<file path="config.mk">
export PLATFORM = sky130hd
export DESIGN_NAME = irq_coalesce
export DESIGN_NICKNAME = d
export VERILOG_FILES = /design/src/rtl/irq_coalesce_pkg.sv /design/src/rtl/irq_status_bank.sv /design/src/rtl/irq_mask_timer.sv /design/src/rtl/irq_out_gate.sv /design/src/rtl/irq_coalesce.sv
export SDC_FILE = /design/constraint.sdc
export NUM_CORES = 1
export LEC_CHECK = 0
export BUFFER_PORTS_ARGS = -buffer_cell sky130_fd_sc_hd__buf_2
export CAP_MARGIN = 20
export CORE_MARGIN = 2
export CORE_UTILIZATION = 45
export CTS_CLUSTER_SIZE = 40
export DETAILED_ROUTE_END_ITERATION = 10
export PLACE_DENSITY = 0.69
export SLEW_MARGIN = 20
export SYNTH_ARGS = -nofsm -noshare
export SYNTH_HDL_FRONTEND = slang
export SYNTH_HIERARCHICAL = 1
export SYNTH_SLANG_ARGS = --single-unit
</file>
<file path="constraint.sdc">
create_clock -name clk_i -period 3.8 [get_ports clk_i]
set_clock_uncertainty 0.1 [all_clocks]
set_input_delay 0.76 -clock clk_i [delete_from_list [all_inputs] [get_ports clk_i]]
set_output_delay 0.76 -clock clk_i [all_outputs]
set_load 0.03 [all_outputs]
</file>
<file path="src/rtl/irq_coalesce_pkg.sv">
package irq_coalesce_pkg;
  typedef enum logic [1:0] {
    ADDR_STAT   = 2'd0,
    ADDR_SHADOW = 2'd1,
    ADDR_ENABLE = 2'd2,
    ADDR_CTRL   = 2'd3
  } reg_addr_e;

  typedef enum logic [1:0] {
    TMR_KEEP  = 2'b00,
    TMR_LOAD  = 2'b01,
    TMR_STOP  = 2'b10,
    TMR_LOAD2 = 2'b11
  } tmr_cmd_e;
endpackage

</file>
<file path="src/rtl/irq_status_bank.sv">
module irq_status_bank #(
  parameter int          NUM_SRC  = 8,
  parameter logic [63:0] COR_MASK = 64'h0F
) (
  input  logic               clk_i,
  input  logic               rst_ni,
  input  logic [NUM_SRC-1:0] src_i,
  input  logic               rd_clr_i,
  output logic [NUM_SRC-1:0] status_o
);
  logic [NUM_SRC-1:0] st_q;

  for (genvar i = 0; i < NUM_SRC; i++) begin : g_bit
    if (COR_MASK[i]) begin : g_sticky
      always_ff @(posedge clk_i or negedge rst_ni) begin
        if (!rst_ni)        st_q[i] <= 1'b0;
        else if (src_i[i])  st_q[i] <= 1'b1;  // event beats the clearing read
        else if (rd_clr_i)  st_q[i] <= 1'b0;
      end


      cor_sticky_chk: assert property (@(posedge clk_i) disable iff (!rst_ni)
        (st_q[i] && !rd_clr_i) |=> st_q[i]);

      evt_wins_chk: assert property (@(posedge clk_i) disable iff (!rst_ni)
        (src_i[i] && rd_clr_i) |=> st_q[i]);
    end else begin : g_level
      always_ff @(posedge clk_i or negedge rst_ni) begin
        if (!rst_ni) st_q[i] <= 1'b0;
        else         st_q[i] <= src_i[i];
      end


      level_track_chk: assert property (@(posedge clk_i) disable iff (!rst_ni)
        1'b1 |=> (st_q[i] == $past(src_i[i])));
    end
  end

  assign status_o = st_q;
endmodule

</file>
<file path="src/rtl/irq_mask_timer.sv">
module irq_mask_timer #(
  parameter int TIMER_W   = 8,
  parameter int PRESC_DIV = 4
) (
  input  logic               clk_i,
  input  logic               rst_ni,
  input  logic               load_i,
  input  logic               stop_i,
  input  logic [TIMER_W-1:0] period_i,
  output logic               running_o
);
  localparam int PW = (PRESC_DIV > 1) ? $clog2(PRESC_DIV) : 1;
  localparam logic [PW-1:0] PMAX = PW'(PRESC_DIV - 1);

  logic [PW-1:0]      presc_q;
  logic [TIMER_W-1:0] cnt_q;
  logic               tick;

  assign tick = (presc_q == PMAX);

  always_ff @(posedge clk_i or negedge rst_ni) begin
    if (!rst_ni) begin
      cnt_q   <= '0;
      presc_q <= '0;
    end else if (load_i) begin
      cnt_q   <= period_i;
      presc_q <= '0;
    end else if (stop_i) begin
      cnt_q   <= '0;
      presc_q <= '0;
    end else if (cnt_q != '0) begin
      if (tick) begin
        presc_q <= '0;
        cnt_q   <= cnt_q - TIMER_W'(1);
      end else begin
        presc_q <= presc_q + PW'(1);
      end
    end else begin
      presc_q <= '0;
    end
  end

  assign running_o = (cnt_q != '0);


  tmr_load_chk: assert property (@(posedge clk_i) disable iff (!rst_ni)
    load_i |=> (cnt_q == $past(period_i)));

  tmr_stop_chk: assert property (@(posedge clk_i) disable iff (!rst_ni)
    (stop_i && !load_i) |=> !running_o);

  tmr_no_rise_chk: assert property (@(posedge clk_i) disable iff (!rst_ni)
    (!load_i && !stop_i) |=> (cnt_q <= $past(cnt_q)));

  tmr_pace_chk: assert property (@(posedge clk_i) disable iff (!rst_ni)
    (!load_i && !stop_i && presc_q != PMAX) |=> (cnt_q == $past(cnt_q)));
endmodule

</file>
<file path="src/rtl/irq_out_gate.sv">
module irq_out_gate #(
  parameter int NUM_SRC = 8,
  parameter int RX_IDX  = 0
) (
  input  logic               clk_i,
  input  logic               rst_ni,
  input  logic [NUM_SRC-1:0] status_i,
  input  logic [NUM_SRC-1:0] enable_i,
  input  logic [NUM_SRC-1:0] bypass_i,
  input  logic               glob_en_i,
  input  logic               small_set_i,
  input  logic               running_i,
  output logic               irq_o
);
  logic               small_q;
  logic               irq_q;
  logic [NUM_SRC-1:0] pass;
  logic [NUM_SRC-1:0] allow;

  always_ff @(posedge clk_i or negedge rst_ni) begin
    if (!rst_ni)                  small_q <= 1'b0;
    else if (small_set_i)         small_q <= 1'b1;
    else if (!status_i[RX_IDX])   small_q <= 1'b0;
  end

  for (genvar i = 0; i < NUM_SRC; i++) begin : g_pass
    if (i == RX_IDX) begin : g_rx
      assign pass[i] = bypass_i[i] | small_q;
    end else begin : g_other
      assign pass[i] = bypass_i[i];
    end
  end

  assign allow = status_i & enable_i & (~{NUM_SRC{running_i}} | pass);

  always_ff @(posedge clk_i or negedge rst_ni) begin
    if (!rst_ni) irq_q <= 1'b0;
    else         irq_q <= glob_en_i & (|allow);
  end

  assign irq_o = irq_q;


  irq_needs_gen_chk: assert property (@(posedge clk_i) disable iff (!rst_ni)
    irq_q |-> $past(glob_en_i));

  irq_needs_cause_chk: assert property (@(posedge clk_i) disable iff (!rst_ni)
    ((status_i & enable_i) == '0) |=> !irq_q);

  hold_off_chk: assert property (@(posedge clk_i) disable iff (!rst_ni)
    (running_i && ((status_i & enable_i & bypass_i) == '0) && !small_q) |=> !irq_q);
endmodule

</file>
<file path="src/rtl/irq_coalesce.sv">
module irq_coalesce
  import irq_coalesce_pkg::*;
#(
  parameter int          NUM_SRC   = 8,
  parameter int          TIMER_W   = 8,
  parameter int          PRESC_DIV = 4,
  parameter int          RX_IDX    = 0,
  parameter logic [63:0] COR_MASK  = 64'h0F
) (
  input  logic                         clk_i,
  input  logic                         rst_ni,
  input  logic [NUM_SRC-1:0]           src_i,
  input  logic                         small_frame_i,
  input  logic                         reg_rd_i,
  input  logic                         reg_wr_i,
  input  logic [1:0]                   reg_addr_i,
  input  logic [NUM_SRC+TIMER_W+3:0]   reg_wdata_i,
  output logic [NUM_SRC+TIMER_W+3:0]   reg_rdata_o,
  output irq_o
);
  localparam int DW      = NUM_SRC + TIMER_W + 4;
  localparam int PER_LSB = 4;
  localparam int DD_LSB  = PER_LSB + TIMER_W;

  reg_addr_e          addr;
  tmr_cmd_e           cmd;
  logic [NUM_SRC-1:0] status;
  logic [NUM_SRC-1:0] en_q, dd_q;
  logic [TIMER_W-1:0] period_q;
  logic               gen_q, small_mode_q;
  logic               wr_ctrl, rd_clr, tmr_load, tmr_stop, running, small_set;

  assign addr    = reg_addr_e'(reg_addr_i);
  assign cmd     = tmr_cmd_e'(reg_wdata_i[1:0]);
  assign wr_ctrl = reg_wr_i && (addr == ADDR_CTRL);
  assign rd_clr  = reg_rd_i && (addr == ADDR_STAT);
  assign tmr_load = wr_ctrl && (cmd == TMR_LOAD || cmd == TMR_LOAD2);
  assign tmr_stop = wr_ctrl && (cmd == TMR_STOP);
  assign small_set = src_i[RX_IDX] && small_frame_i && small_mode_q;

  always_ff @(posedge clk_i or negedge rst_ni) begin
    if (!rst_ni) begin
      en_q         <= '0;
      dd_q         <= '0;
      period_q     <= '0;
      gen_q        <= 1'b0;
      small_mode_q <= 1'b0;
    end else if (reg_wr_i) begin
      case (addr)
        ADDR_ENABLE: en_q <= reg_wdata_i[NUM_SRC-1:0];
        ADDR_CTRL: begin
          gen_q        <= reg_wdata_i[2];
          small_mode_q <= reg_wdata_i[3];
          period_q     <= reg_wdata_i[DD_LSB-1:PER_LSB];
          dd_q         <= reg_wdata_i[DW-1:DD_LSB];
        end
        default: ;
      endcase
    end
  end

  // the period written in the same cycle is the one loaded
  irq_status_bank #(.NUM_SRC(NUM_SRC), .COR_MASK(COR_MASK)) u_status (
    .clk_i    (clk_i),
    .rst_ni   (rst_ni),
    .src_i    (src_i),
    .rd_clr_i (rd_clr),
    .status_o (status)
  );

  irq_mask_timer #(.TIMER_W(TIMER_W), .PRESC_DIV(PRESC_DIV)) u_timer (
    .clk_i     (clk_i),
    .rst_ni    (rst_ni),
    .load_i    (tmr_load),
    .stop_i    (tmr_stop),
    .period_i  (reg_wdata_i[DD_LSB-1:PER_LSB]),
    .running_o (running)
  );

  irq_out_gate #(.NUM_SRC(NUM_SRC), .RX_IDX(RX_IDX)) u_gate (
    .clk_i       (clk_i),
    .rst_ni      (rst_ni),
    .status_i    (status),
    .enable_i    (en_q),
    .bypass_i    (dd_q),
    .glob_en_i   (gen_q),
    .small_set_i (small_set),
    .running_i   (running),
    .irq_o       (irq_o)
  );

  always_comb begin
    reg_rdata_o = '0;
    case (addr)
      ADDR_STAT, ADDR_SHADOW: reg_rdata_o[NUM_SRC-1:0] = status;
      ADDR_ENABLE:            reg_rdata_o[NUM_SRC-1:0] = en_q;
      ADDR_CTRL:              reg_rdata_o = {dd_q, period_q, small_mode_q, gen_q, 2'b00};
      default:                reg_rdata_o = '0;
    endcase
  end


  shadow_keep_chk: assert property (@(posedge clk_i) disable iff (!rst_ni)
    (reg_rd_i && addr == ADDR_SHADOW) |=>
      ((status & COR_MASK[NUM_SRC-1:0]) & $past(status & COR_MASK[NUM_SRC-1:0]))
        == $past(status & COR_MASK[NUM_SRC-1:0]));
endmodule

</file>
==> flow_summary.html <==
<table>
<tr><th>Metric</th><th>Value</th></tr>
<tr><th colspan="2">Run status</th></tr>
<tr><td>Run status</td><td>completed</td></tr>
<tr><th colspan="2">Timing</th></tr>
<tr><td>Max-slew violation count</td><td>0</td></tr>
<tr><td>Hold violation count in the final report</td><td>0</td></tr>
<tr><td>Setup Total Neg Slack</td><td>0 ns</td></tr>
<tr><td>Final worst-path cycle share</td><td>68.52%</td></tr>
<tr><td>Transition time of the tightest slew-check pin</td><td>0.5688 ns</td></tr>
<tr><td>Upper clock frequency limit</td><td>0.3841 GHz</td></tr>
<tr><td>Number of setup violations in the final report</td><td>0</td></tr>
<tr><td>Final worst path period need</td><td>2.604 ns</td></tr>
<tr><td>Setup repair after global routing missed its margin</td><td>no</td></tr>
<tr><td>Relative slew slack</td><td>61.94%</td></tr>
<tr><td>Least setup slack across all paths after layout</td><td>1.196 ns</td></tr>
<tr><th colspan="2">Die</th></tr>
<tr><td>Row count</td><td>26</td></tr>
<tr><td>Width of the die</td><td>76.40 um</td></tr>
<tr><td>Die Height</td><td>76.40 um</td></tr>
<tr><td>Area of the core region</td><td>5075 um^2</td></tr>
<tr><td>Total die area</td><td>5836 um^2</td></tr>
<tr><td>Effective utilization at floorplan</td><td>46.47%</td></tr>
<tr><td>Io pins</td><td>56</td></tr>
<tr><th colspan="2">Cells and area</th></tr>
<tr><td>Antenna diode count</td><td>0</td></tr>
<tr><td># nets final</td><td>289</td></tr>
<tr><td>Area of all sequential standard cells</td><td>1151 um^2</td></tr>
<tr><td>Number of inserted filler cells in the final layout</td><td>474</td></tr>
<tr><td>Area used by multi-input combinational logic</td><td>1121 um^2</td></tr>
<tr><td>Share of cells above drive strength 1</td><td>40.32%</td></tr>
<tr><td>Post-Route Utilization</td><td>54.49%</td></tr>
<tr><td>Area growth, synth to finish</td><td>17.24%</td></tr>
<tr><th colspan="2">Setup path</th></tr>
<tr><td>Setup slack of the worst register-to-register path</td><td>1.78 ns</td></tr>
<tr><td>Worst EP required</td><td>3.94 ns</td></tr>
<tr><td>Capture point of the worst reg-to-reg path</td><td>u_timer/cnt_q[5]</td></tr>
<tr><td>Reg2reg start</td><td>u_timer/cnt_q[0]</td></tr>
<tr><td>Cell family contributing the most delay on the critical path</td><td>simple AND/OR/NAND/NOR gates</td></tr>
<tr><td>R2r worst-path depth</td><td>6</td></tr>
<tr><td>Worst path max stage delay</td><td>0.47 ns</td></tr>
<tr><td>Buffers and inverters on the worst path</td><td>3</td></tr>
<tr><td>Setup CP Type</td><td>in -&gt; reg</td></tr>
<tr><td>Cell with the biggest individual delay on the critical path</td><td>sky130_fd_sc_hd__nor2_1</td></tr>
<tr><td>Data arrival time at the worst-slack endpoint</td><td>2.74 ns</td></tr>
<tr><td>Type of origin of the critical path</td><td>input pin</td></tr>
<tr><td>Type of element capturing the critical path</td><td>register</td></tr>
<tr><td>Worst path cell trace</td><td>buf_2, nand3_2, buf_4, nor2_1, buf_4, nor2_1, and2_1, a22o_1, a32o_1</td></tr>
<tr><td>Max Fanout on Critical Path</td><td>29</td></tr>
<tr><th colspan="2">Route</th></tr>
<tr><td>Routed wire length on met2</td><td>2332 um</td></tr>
<tr><td>Met1 Routed Length</td><td>2448 um</td></tr>
<tr><td>Remaining routing DRC violations</td><td>0</td></tr>
<tr><td>Routed len/inst</td><td>15.67 um</td></tr>
<tr><td>First-pass DRT Iterations</td><td>4</td></tr>
<tr><td>Post-DRT Antenna Nets</td><td>0</td></tr>
<tr><td>Total via count in the routed design</td><td>1718</td></tr>
<tr><td>Met3 WL</td><td>252 um</td></tr>
<tr><td>Top routing layer used</td><td>met4</td></tr>
<tr><td>Via density</td><td>5.319</td></tr>
<tr><td>WL final</td><td>5060 um</td></tr>
<tr><td>Violation count after the first detailed-routing iteration</td><td>134</td></tr>
<tr><th colspan="2">Clock tree</th></tr>
<tr><td>Number of setup buffers added after CTS</td><td>0</td></tr>
<tr><td>Num CTS Buffers</td><td>5</td></tr>
<tr><td>TritonCTS clock tree</td><td>built</td></tr>
<tr><td>H-tree depth reported by CTS</td><td>2</td></tr>
<tr><td>Maximum root-to-sink buffer count</td><td>2</td></tr>
<tr><td>Later-pin clock latency in the skew report</td><td>0.30 ns</td></tr>
<tr><td>Clock-pin transition on the worst setup and hold timing paths</td><td>0.08 ns</td></tr>
<tr><td>Clock root buffer</td><td>sky130_fd_sc_hd__clkbuf_8</td></tr>
<tr><td>CTS Hold Buffers Added</td><td>0</td></tr>
<tr><td>Resized cells post-CTS</td><td>0</td></tr>
<tr><td>CTS Sinks</td><td>46</td></tr>
<tr><th colspan="2">Placed design</th></tr>
<tr><td>Last weighted congestion value of the routability-driven placer</td><td>0.8665</td></tr>
<tr><td>Sum of net half-perimeters after detailed placement</td><td>3764 um</td></tr>
<tr><td>Setup Slack @ Placement</td><td>0.9039 ns</td></tr>
<tr><td>Port Buffer Count</td><td>55</td></tr>
<tr><th colspan="2">Global routing</th></tr>
<tr><td>Pin count of the biggest net entering global routing</td><td>47</td></tr>
<tr><td>Number of global-route vias before repair</td><td>1745</td></tr>
<tr><td>Wire length of the first global-routing pass</td><td>8797 um</td></tr>
<tr><td>Aggregate global routing overflow</td><td>0</td></tr>
<tr><td>Number of antenna violations at the first check in global routing</td><td>0</td></tr>
<tr><td>Overall Global Routing Usage</td><td>18.93%</td></tr>
<tr><th colspan="2">Logic synthesis</th></tr>
<tr><td>Commonest cells in the netlist</td><td>46 x sky130_fd_sc_hd__dfrtp_1, 18 x sky130_fd_sc_hd__mux2_4, 14 x sky130_fd_sc_hd__and3_1</td></tr>
<tr><td>Async set-or-reset flop fraction in the synthesized netlist</td><td>100.0%</td></tr>
<tr><td>Syn_nets</td><td>234</td></tr>
<tr><td>Top cell type's share of synthesized area</td><td>48.81%</td></tr>
<tr><td>Post-synthesis area per instance</td><td>11.97 um^2</td></tr>
<tr><td>Synth Instances</td><td>197</td></tr>
<tr><td>Leading post-synthesis cells by cell area</td><td>sky130_fd_sc_hd__dfrtp_1 49%, sky130_fd_sc_hd__mux2_4 11%, sky130_fd_sc_hd__mux2_2 3.8%</td></tr>
<tr><td>Cell area after synthesis</td><td>2359 um^2</td></tr>
<tr><td>Number of enable-type register cells in the synthesized netlist</td><td>0</td></tr>
<tr><td>Register bit count reported by yosys</td><td>46</td></tr>
<tr><td>Count of yosys warnings during synthesis</td><td>6</td></tr>
<tr><td>Seq/Total Area, Yosys</td><td>48.81%</td></tr>
<tr><td>Most frequently used flop master after synthesis</td><td>sky130_fd_sc_hd__dfrtp_1</td></tr>
<tr><td>Synth area leader</td><td>sky130_fd_sc_hd__dfrtp_1</td></tr>
<tr><td>Count of cell types in the netlist</td><td>46</td></tr>
<tr><td>Count leader, synth</td><td>sky130_fd_sc_hd__dfrtp_1</td></tr>
<tr><th colspan="2">Power and ir drop</th></tr>
<tr><td>Largest vdd supply drop</td><td>0.2252 mV</td></tr>
<tr><td>Static leakage power</td><td>0.001400 uW</td></tr>
<tr><td>Power after layout</td><td>1516 uW</td></tr>
<tr><td>Power Density</td><td>548.2 nW/um^2</td></tr>
<tr><th colspan="2">Min path</th></tr>
<tr><td>Min-Delay Path Class</td><td>in -&gt; async</td></tr>
<tr><th colspan="2">Run</th></tr>
<tr><td>Max-cap viol count</td><td>0</td></tr>
</table>
[flip-flops by register name (all words and copies together) (netlist names)]
| register | count |
|---|---|
| small_mode_q | 1 |
| u_gate/irq_o | 1 |
| en_q | 8 |
| u_status/status_o | 8 |
| u_timer/presc_q | 2 |
| dd_q | 8 |
| period_q | 8 |
| u_timer/cnt_q | 8 |
| u_gate/small_q | 1 |
| gen_q | 1 |
[cell families (layout without fill, tap and decap cells)]
kind of cell	count (synthesis)	count (layout)	share of synthesized area, %
compound gates	36	36	10.82
xor+xnor	1	1	0.3714
mux	34	34	18.67
simple gates	64	64	16.61
flops	46	46	48.81
fa+ha+maj	2	2	1.061
buf+inv	14	70	3.660
[layout make-up]
cell class / instances / area share (%)
clock inverters: 3 / 0.9050
multi-input cells: 137 / 40.54
well taps: 70 / 3.167
repair buffers: 57 / 10.59
inverters: 5 / 0.6787
clock buffers: 5 / 2.489
flip-flops and latches: 46 / 41.63
[layout by cell type, fill, tap and decap left out, drive strengths merged, types with 3 or more instances in the layout]
master and count:
a21o 6, a21oi 11, a22o 5, a22oi 3
and3 14, buf 57, clkbuf 5, dfrtp 46
inv 6, mux2 26, mux2i 8, nand2 11
nand3 7, nor2 11, nor2b 3, nor3 3
nor3b 4, nor4 3, o21ai 4
[metrics by stage]
stage,instances,cell area [um^2],hold WS [ns]
global route,323,2765,0.3799
CTS,323,2763,0.3630
global placement,315,2669,0.3271
floorplan,197,2359,0.3124
finish,323,2765,0.3477
detailed placement,315,2669,0.3491
[worst max-delay path by stage]
| stage | startpoint | to | slack [ns] | cells past startpoint |
|---|---|---|---|---|
| finish | reg_addr_i[1] | u_timer/cnt_q[7] | 1.20 | 9 |
| detailed placement | reg_addr_i[1] | u_timer/cnt_q[7] | 0.90 | 9 |
| floorplan | reg_addr_i[1] | reg_rdata_o[2] | 1.28 | 4 |
| global route | reg_addr_i[1] | u_timer/cnt_q[7] | 0.98 | 9 |
| global placement | reg_addr_i[1] | u_timer/cnt_q[7] | 1.01 | 9 |
| CTS | reg_addr_i[1] | u_timer/cnt_q[7] | 1.22 | 9 |
[layer usage]
metal / global-route usage, % / up-vias
met5: 0 / -
met4: 4.364 / 0
met3: 4.265 / 2
met2: 29.65 / 59
met1: 26.98 / 827
li1: - / 830
[where the power goes]
group	switching, uW	internal (uW)	total (uW)
clock network	175	133	308
logic	254	248	502
registers	104	602	706
Note: power is estimated with default switching activity, not from simulation.
